--- src/rtl/pcm_slot_pkg.sv ---
package pcm_slot_pkg;

  typedef enum logic [1:0] {
    FMT_NORMAL  = 2'd0,
    FMT_DELAYED = 2'd1,
    FMT_REVERSE = 2'd2,
    FMT_NORMAL2 = 2'd3
  } fmt_e;

  // Bit periods per frame for each rate code.
  function automatic int frame_bits(input logic [1:0] sel);
    case (sel)
      2'd0:    return 64;
      2'd1:    return 192;
      2'd2:    return 256;
      default: return 320;
    endcase
  endfunction

  // A slot is usable when it starts inside the frame.
  function automatic logic slot_fits(input int slot, input logic [1:0] sel, input int w);
    return slot < (frame_bits(sel) / w);
  endfunction

  function automatic logic is_reverse(input logic [1:0] f);
    return f == FMT_REVERSE;
  endfunction

  function automatic logic is_delayed(input logic [1:0] f);
    return f == FMT_DELAYED;
  endfunction

endpackage

--- src/rtl/pcm_edge_det.sv ---
module pcm_edge_det
  import pcm_slot_pkg::*;
(
  input  logic       clk,
  input  logic       rst_n,
  input  logic       bit_clk,
  input  logic [1:0] fmt,
  output logic       launch,
  output logic       sample
);
  logic clk_q;
  logic rise;
  logic fall;

  always_ff @(posedge clk) begin
    if (!rst_n) clk_q <= 1'b0;
    else        clk_q <= bit_clk;
  end

  always_comb begin
    rise   = bit_clk & ~clk_q;
    fall   = ~bit_clk & clk_q;
    launch = is_reverse(fmt) ? fall : rise;
    sample = is_reverse(fmt) ? rise : fall;
  end
endmodule

--- src/rtl/pcm_frame_ctr.sv ---
module pcm_frame_ctr
  import pcm_slot_pkg::*;
#(
  parameter int IDX_W = 9
) (
  input  logic             clk,
  input  logic             rst_n,
  input  logic             launch,
  input  logic             fs,
  input  logic             delayed,
  input  logic [1:0]       sel,
  output logic             nxt_run,
  output logic [IDX_W-1:0] nxt_idx,
  output logic             cur_run,
  output logic [IDX_W-1:0] cur_idx,
  output logic             start0
);
  logic pend;
  logic nxt_pend;
  logic fs_prev;
  logic fs_edge;
  logic last;

  always_comb begin
    fs_edge  = launch && fs && !fs_prev;
    last     = (int'(cur_idx) == frame_bits(sel) - 1);
    nxt_run  = cur_run;
    nxt_idx  = cur_idx;
    nxt_pend = pend;
    start0   = 1'b0;
    if (launch) begin
      if (fs_edge && !delayed) begin
        nxt_run  = 1'b1;
        nxt_idx  = '0;
        nxt_pend = 1'b0;
        start0   = 1'b1;
      end else begin
        if (pend) begin
          nxt_run = 1'b1;
          nxt_idx = '0;
          start0  = 1'b1;
        end else if (cur_run) begin
          if (last) nxt_run = 1'b0;
          else      nxt_idx = cur_idx + IDX_W'(1);
        end
        // a delayed-format sync arms the next edge; the current bit still runs
        nxt_pend = fs_edge;
      end
    end
  end

  always_ff @(posedge clk) begin
    if (!rst_n) begin
      cur_run <= 1'b0;
      cur_idx <= '0;
      pend    <= 1'b0;
      fs_prev <= 1'b0;
    end else begin
      cur_run <= nxt_run;
      cur_idx <= nxt_idx;
      pend    <= nxt_pend;
      if (launch) fs_prev <= fs;
    end
  end
endmodule

--- src/rtl/pcm_tx.sv ---
module pcm_tx
  import pcm_slot_pkg::*;
#(
  parameter int DATA_W = 8,
  parameter int IDX_W  = 9,
  localparam int OFF_W  = $clog2(DATA_W),
  localparam int SLOT_W = IDX_W - OFF_W
) (
  input  logic              clk,
  input  logic              rst_n,
  input  logic              launch,
  input  logic              start0,
  input  logic              nxt_run,
  input  logic [IDX_W-1:0]  nxt_idx,
  input  logic [SLOT_W-1:0] slot,
  input  logic [1:0]        sel,
  input  logic [DATA_W-1:0] tx_byte,
  output logic              ser_out,
  output logic              ser_oe
);
  logic [DATA_W-1:0] hold;
  logic [DATA_W-1:0] byte_now;
  logic [OFF_W-1:0]  off;
  logic              in_slot;

  always_comb begin
    byte_now = start0 ? tx_byte : hold;
    off      = nxt_idx[OFF_W-1:0];
    in_slot  = nxt_run && slot_fits(int'(slot), sel, DATA_W)
               && (nxt_idx[IDX_W-1:OFF_W] == slot);
  end

  always_ff @(posedge clk) begin
    if (!rst_n) begin
      hold    <= '0;
      ser_out <= 1'b0;
      ser_oe  <= 1'b0;
    end else if (launch) begin
      if (start0) hold <= tx_byte;
      ser_oe  <= in_slot;
      ser_out <= in_slot ? byte_now[~off] : 1'b0;
    end
  end
endmodule

--- src/rtl/pcm_rx.sv ---
module pcm_rx
  import pcm_slot_pkg::*;
#(
  parameter int DATA_W = 8,
  parameter int IDX_W  = 9,
  localparam int OFF_W  = $clog2(DATA_W),
  localparam int SLOT_W = IDX_W - OFF_W
) (
  input  logic              clk,
  input  logic              rst_n,
  input  logic              sample,
  input  logic              cur_run,
  input  logic [IDX_W-1:0]  cur_idx,
  input  logic [SLOT_W-1:0] slot,
  input  logic [1:0]        sel,
  input  logic              ser_in,
  output logic [DATA_W-1:0] rx_byte,
  output logic              rx_strobe
);
  logic [DATA_W-1:0] shreg;
  logic [DATA_W-1:0] shifted;
  logic              take;
  logic              final_bit;

  always_comb begin
    take      = sample && cur_run && slot_fits(int'(slot), sel, DATA_W)
                && (cur_idx[IDX_W-1:OFF_W] == slot);
    final_bit = &cur_idx[OFF_W-1:0];
    shifted   = {shreg[DATA_W-2:0], ser_in};
  end

  always_ff @(posedge clk) begin
    if (!rst_n) begin
      shreg     <= '0;
      rx_byte   <= '0;
      rx_strobe <= 1'b0;
    end else begin
      rx_strobe <= 1'b0;
      if (take) begin
        shreg <= shifted;
        if (final_bit) begin
          rx_byte   <= shifted;
          rx_strobe <= 1'b1;
        end
      end
    end
  end
endmodule

--- src/rtl/pcm_slot_port.sv ---
module pcm_slot_port
  import pcm_slot_pkg::*;
#(
  parameter int DATA_W = 8,
  parameter int IDX_W  = 9,
  localparam int OFF_W  = $clog2(DATA_W),
  localparam int SLOT_W = IDX_W - OFF_W
) (
  input  logic              clk,
  input  logic              rst_n,
  input  logic              bit_clk,
  input  logic              frame_sync,
  input  logic [1:0]        fmt,
  input  logic [1:0]        rate_sel,
  input  logic [SLOT_W-1:0] tx_slot,
  input  logic [SLOT_W-1:0] rx_slot,
  input  logic [DATA_W-1:0] tx_byte,
  input  logic              ser_in,
  output logic              ser_out,
  output logic              ser_oe,
  output logic [DATA_W-1:0] rx_byte,
  output logic              rx_strobe
);
  // named internal events, also watched by the checker
  logic             launch_w;
  logic             sample_w;
  logic             nrun_w;
  logic [IDX_W-1:0] nidx_w;
  logic             run_w;
  logic [IDX_W-1:0] idx_w;
  logic             start_w;

  pcm_edge_det u_edge (
    .clk(clk), .rst_n(rst_n), .bit_clk(bit_clk), .fmt(fmt),
    .launch(launch_w), .sample(sample_w)
  );

  pcm_frame_ctr #(.IDX_W(IDX_W)) u_ctr (
    .clk(clk), .rst_n(rst_n), .launch(launch_w), .fs(frame_sync),
    .delayed(is_delayed(fmt)), .sel(rate_sel),
    .nxt_run(nrun_w), .nxt_idx(nidx_w),
    .cur_run(run_w), .cur_idx(idx_w), .start0(start_w)
  );

  pcm_tx #(.DATA_W(DATA_W), .IDX_W(IDX_W)) u_tx (
    .clk(clk), .rst_n(rst_n), .launch(launch_w), .start0(start_w),
    .nxt_run(nrun_w), .nxt_idx(nidx_w), .slot(tx_slot), .sel(rate_sel),
    .tx_byte(tx_byte), .ser_out(ser_out), .ser_oe(ser_oe)
  );

  pcm_rx #(.DATA_W(DATA_W), .IDX_W(IDX_W)) u_rx (
    .clk(clk), .rst_n(rst_n), .sample(sample_w), .cur_run(run_w),
    .cur_idx(idx_w), .slot(rx_slot), .sel(rate_sel), .ser_in(ser_in),
    .rx_byte(rx_byte), .rx_strobe(rx_strobe)
  );
endmodule

--- config.mk ---
export PLATFORM = sky130hd
export DESIGN_NAME = pcm_slot_port
export DESIGN_NICKNAME = d
export VERILOG_FILES = /design/src/rtl/pcm_slot_pkg.sv /design/src/rtl/pcm_edge_det.sv /design/src/rtl/pcm_frame_ctr.sv /design/src/rtl/pcm_tx.sv /design/src/rtl/pcm_rx.sv /design/src/rtl/pcm_slot_port.sv
export SDC_FILE = /design/constraint.sdc
export NUM_CORES = 1
export LEC_CHECK = 0
export ABC_CLOCK_PERIOD_IN_PS = 3300
export BUFFER_PORTS_ARGS = -buffer_cell sky130_fd_sc_hd__buf_2
export CAP_MARGIN = 25
export CORE_ASPECT_RATIO = 0.9
export CORE_MARGIN = 2
export CORE_UTILIZATION = 40
export CTS_CLUSTER_DIAMETER = 60
export DETAILED_ROUTE_END_ITERATION = 16
export PLACE_DENSITY_LB_ADDON = 0.12
export SLEW_MARGIN = 20
export SYNTH_ARGS = -nofsm -noshare
export SYNTH_HDL_FRONTEND = slang
export SYNTH_SLANG_ARGS = --single-unit
--- constraint.sdc ---
create_clock -name clk -period 3.3 [get_ports clk]
set_input_delay 0.165 -clock clk [delete_from_list [all_inputs] [get_ports clk]]
set_output_delay 0.165 -clock clk [all_outputs]
set_load 0.02 [all_outputs]
==> results.toml <==
[timing]
final.setup.tns_ps = 0
final-hold-violation-count = 0
min_period_ps = 2680
fin_crit_sh = 0.813
finalSetupViolCount = 0
setup_slack_ps = 617
slew_headroom = 0.405
skew_ps = 8.95
holdWs_ps = 89.8
tightestPinTransition_ps = 892
slew_viol_final = 0
rsz0062_at_grt = "no"
fmax_ghz = 0.373

[logic_synthesis]
synthesis.area_um2 = 2210
yosys.area.top_type_share = 0.353
syn_avg_cell_area_um2 = 8.47
synth-edff-count = 0
synth-compound-area-share = 0.143
synth-simple-area-share = 0.256
yosysUniqueCellTypes = 47
synth_nets = 302
ys_seq_area_frac = 0.353
ys_async_sr_fraction = 0
synth_xor_area_frac = 0.0634
synth_seq_cells = 39
synth_top_family_by_area = "simple AND/OR/NAND/NOR gates"
synthCells = 261
synthAdderAreaFrac = 0.0679
synth_flop_cell = "dfxtp_1"
synthTopCellsByArea = "dfxtp_1, nand2_1, ha_1"
synth_top_area_cell = "dfxtp_1"
synthMuxAreaShare = 0.0798
yosys_warnings = 0

[layout]
n_antenna_cell = 0
utilization = 0.483
fillCellCount = 529
syn2layout_area_growth_pct = 15.5
final_area_um2 = 2550
final_cells = 364
final_common_cell = "nand2_1"
drive_gt1_frac = 0.195
final_cell_mix = "nand2_1, buf_2, dfxtp_1"
nets = 337

[placed_design]
dp.cells = 356
gp_congestion = 0.821
pre_cts_ws_ps = 544
dp_hpwl_mm = 3.70
io_buffers = 39
dpl_cell_area_um2 = 2440

[clock_tree]
cts_tree = "built"
postCtsHoldBufs = 0
cts_buffers = 5
clockBufferDepth = 2
cts_root_buffer = "clkbuf_8"
cts.repair.resized = 0
clk_latency_ps = 300
path_clk_slew_ps = 80
htree_levels = 2
cts.sinks = 39
post_cts_buffers = 0

[power_and_ir_drop]
comb_power_share = 0.105
p_clk_frac = 0.413
p_per_area_nw_per_um2 = 392
vdd_ir_drop_max_v = 0.000307
switchingPower_mw = 0.256
power_frac_seq = 0.482
leakage_nw = 1.05
finalPower_mw = 1.00
p_int_mw = 0.746
switching_share = 0.255

[floorplan]
rows = 25
io_pins = 40
die_area_um2 = 6140
die_h_um = 74.5
core_area_um2 = 5290
initial_core_util = 0.418
die_w_um = 82.4

[critical_path]
cp_slowest_cell = "dfxtp_1"
crit_type = "reg2reg"
endpoint_kind = "register"
crit_required_ps = 3500
rrSetupSlack_ps = 620
cpPeakStageDelay_ps = 440
cp-start-kind = "register"
path_cells = "ha_1, and3_1, a211oi_4, mux2i_1, nor2_2, nand4b_1, a32o_1, a31o_1"
timing.rr.end = "u_tx.ser_out"
crit_path_max_fanout = 12
ff2ff_path_depth = 8
arrival_ps = 2880
r2r_start = "u_ctr.cur_idx[0]"

[routing]
dr.pass1.iters = 4
wl_per_cell_um = 13.8
antenna_left = 0
num_vias = 1891
via_per_inst = 5.20
drc = 0
drtIter0Drc = 169
routed_wirelength_mm = 5.02

[global_routing]
antenna_found_initial = 0
grt.total_usage = 0.181
grt_first_pass_wirelength_mm = 8.27
grt_max_degree = 30
grt_pass1_vias = 1711
overflow = 0

[hold_path]
hold_class = "in2reg"
hp-start = "bit_clk"
min_to = "u_edge.clk_q"
whs_path_depth = 2

[job]
max_cap_viol_count = 0

[run_status]
status = "finished clean"
==> logic make-up (layout without fill, tap and decap cells) <==
kind of cell,count (synthesis),after routing
adders and majority gates,12,12
and+or+nand+nor,113,113
muxes,17,17
buffers and inverters,18,54
xor gates and xnor gates,16,16
DFF,39,39
AOI/OAI and AO/OA,46,46
==> power groups by stage <==
stage / Clock (mW) / Combinational, mW / Sequential (mW)
floorplan: 0 / 0.0703 / 0.492
global placement: 0 / 0.105 / 0.494
detailed placement: 0 / 0.106 / 0.494
CTS: 0.427 / 0.106 / 0.483
global route: 0.447 / 0.119 / 0.484
finish: 0.413 / 0.105 / 0.483
==> cell usage after synthesis (3+ instances only) <==
master and number:
o21ai_0 6, nand2_1 43, nand3_1 3, dfxtp_1 39, xor2_1 7, nor3_1 3, mux2i_1 15, clkbuf_1 8
nand4_1 4, a21oi_1 17, nand2b_1 5, xnor2_1 9, ha_1 12, and3_1 12, a31oi_1 5, and2_1 4
nor2_1 25, inv_1 6
==> flip-flops by register name, summed over array words and instances (netlist names) <==
| register | count |
|---|---|
| u_edge.clk_q | 1 |
| u_rx.shreg | 7 |
| u_rx.rx_byte | 8 |
| u_ctr.fs_prev | 1 |
| u_ctr.cur_idx | 9 |
| u_tx.ser_oe | 1 |
| u_rx.rx_strobe | 1 |
| u_ctr.pend | 1 |
| u_tx.ser_out | 1 |
| u_ctr.cur_run | 1 |
| u_tx.hold | 8 |
==> how the worst max path moves through the flow <==
| stage | cells past startpoint | end | start |
|---|---|---|---|
| floorplan | 11 | u_tx.ser_out | rate_sel[0] |
| global placement | 11 | u_tx.ser_out | rate_sel[0] |
| detailed placement | 11 | u_tx.ser_out | rate_sel[0] |
| global route | 8 | u_tx.ser_out | u_ctr.cur_idx[0] |
| CTS | 8 | u_tx.ser_out | u_ctr.cur_idx[0] |
| finish | 8 | u_tx.ser_out | u_ctr.cur_idx[0] |
==> cell type report <==
class                   count  area, µm²  area share
clock inverters             3       46.3      0.0181
repair buffers             40        203      0.0794
well taps                  67       83.8      0.0328
multi-input cells         204       1350       0.528
flip-flops and latches     39        781       0.306
clock buffers               5       68.8      0.0269
inverters                   6       22.5     0.00882
==> per-layer routing <==
| metal | GRT usage | vias up | wire, µm | part of all wire |
|---|---|---|---|---|
| met1 | 0.247 | 858 | 2540 | 0.51 |
| met3 | 0.0534 | 10 | 250 | 0.050 |
| met5 | 0 | - | 0 | 0 |
| li1 | - | 983 | - | - |
| met4 | 0.0722 | 0 | 71 | 0.014 |
| met2 | 0.266 | 40 | 2160 | 0.43 |
==> worst max-delay path: cells and delay by family (launching register included) <==
kind,cells,cell delay (ps)
compound gates,3,940
fa+ha+maj,1,330
flops,1,440
mux,1,370
simple gates,3,500
Note: power is estimated with default switching activity, not from simulation.
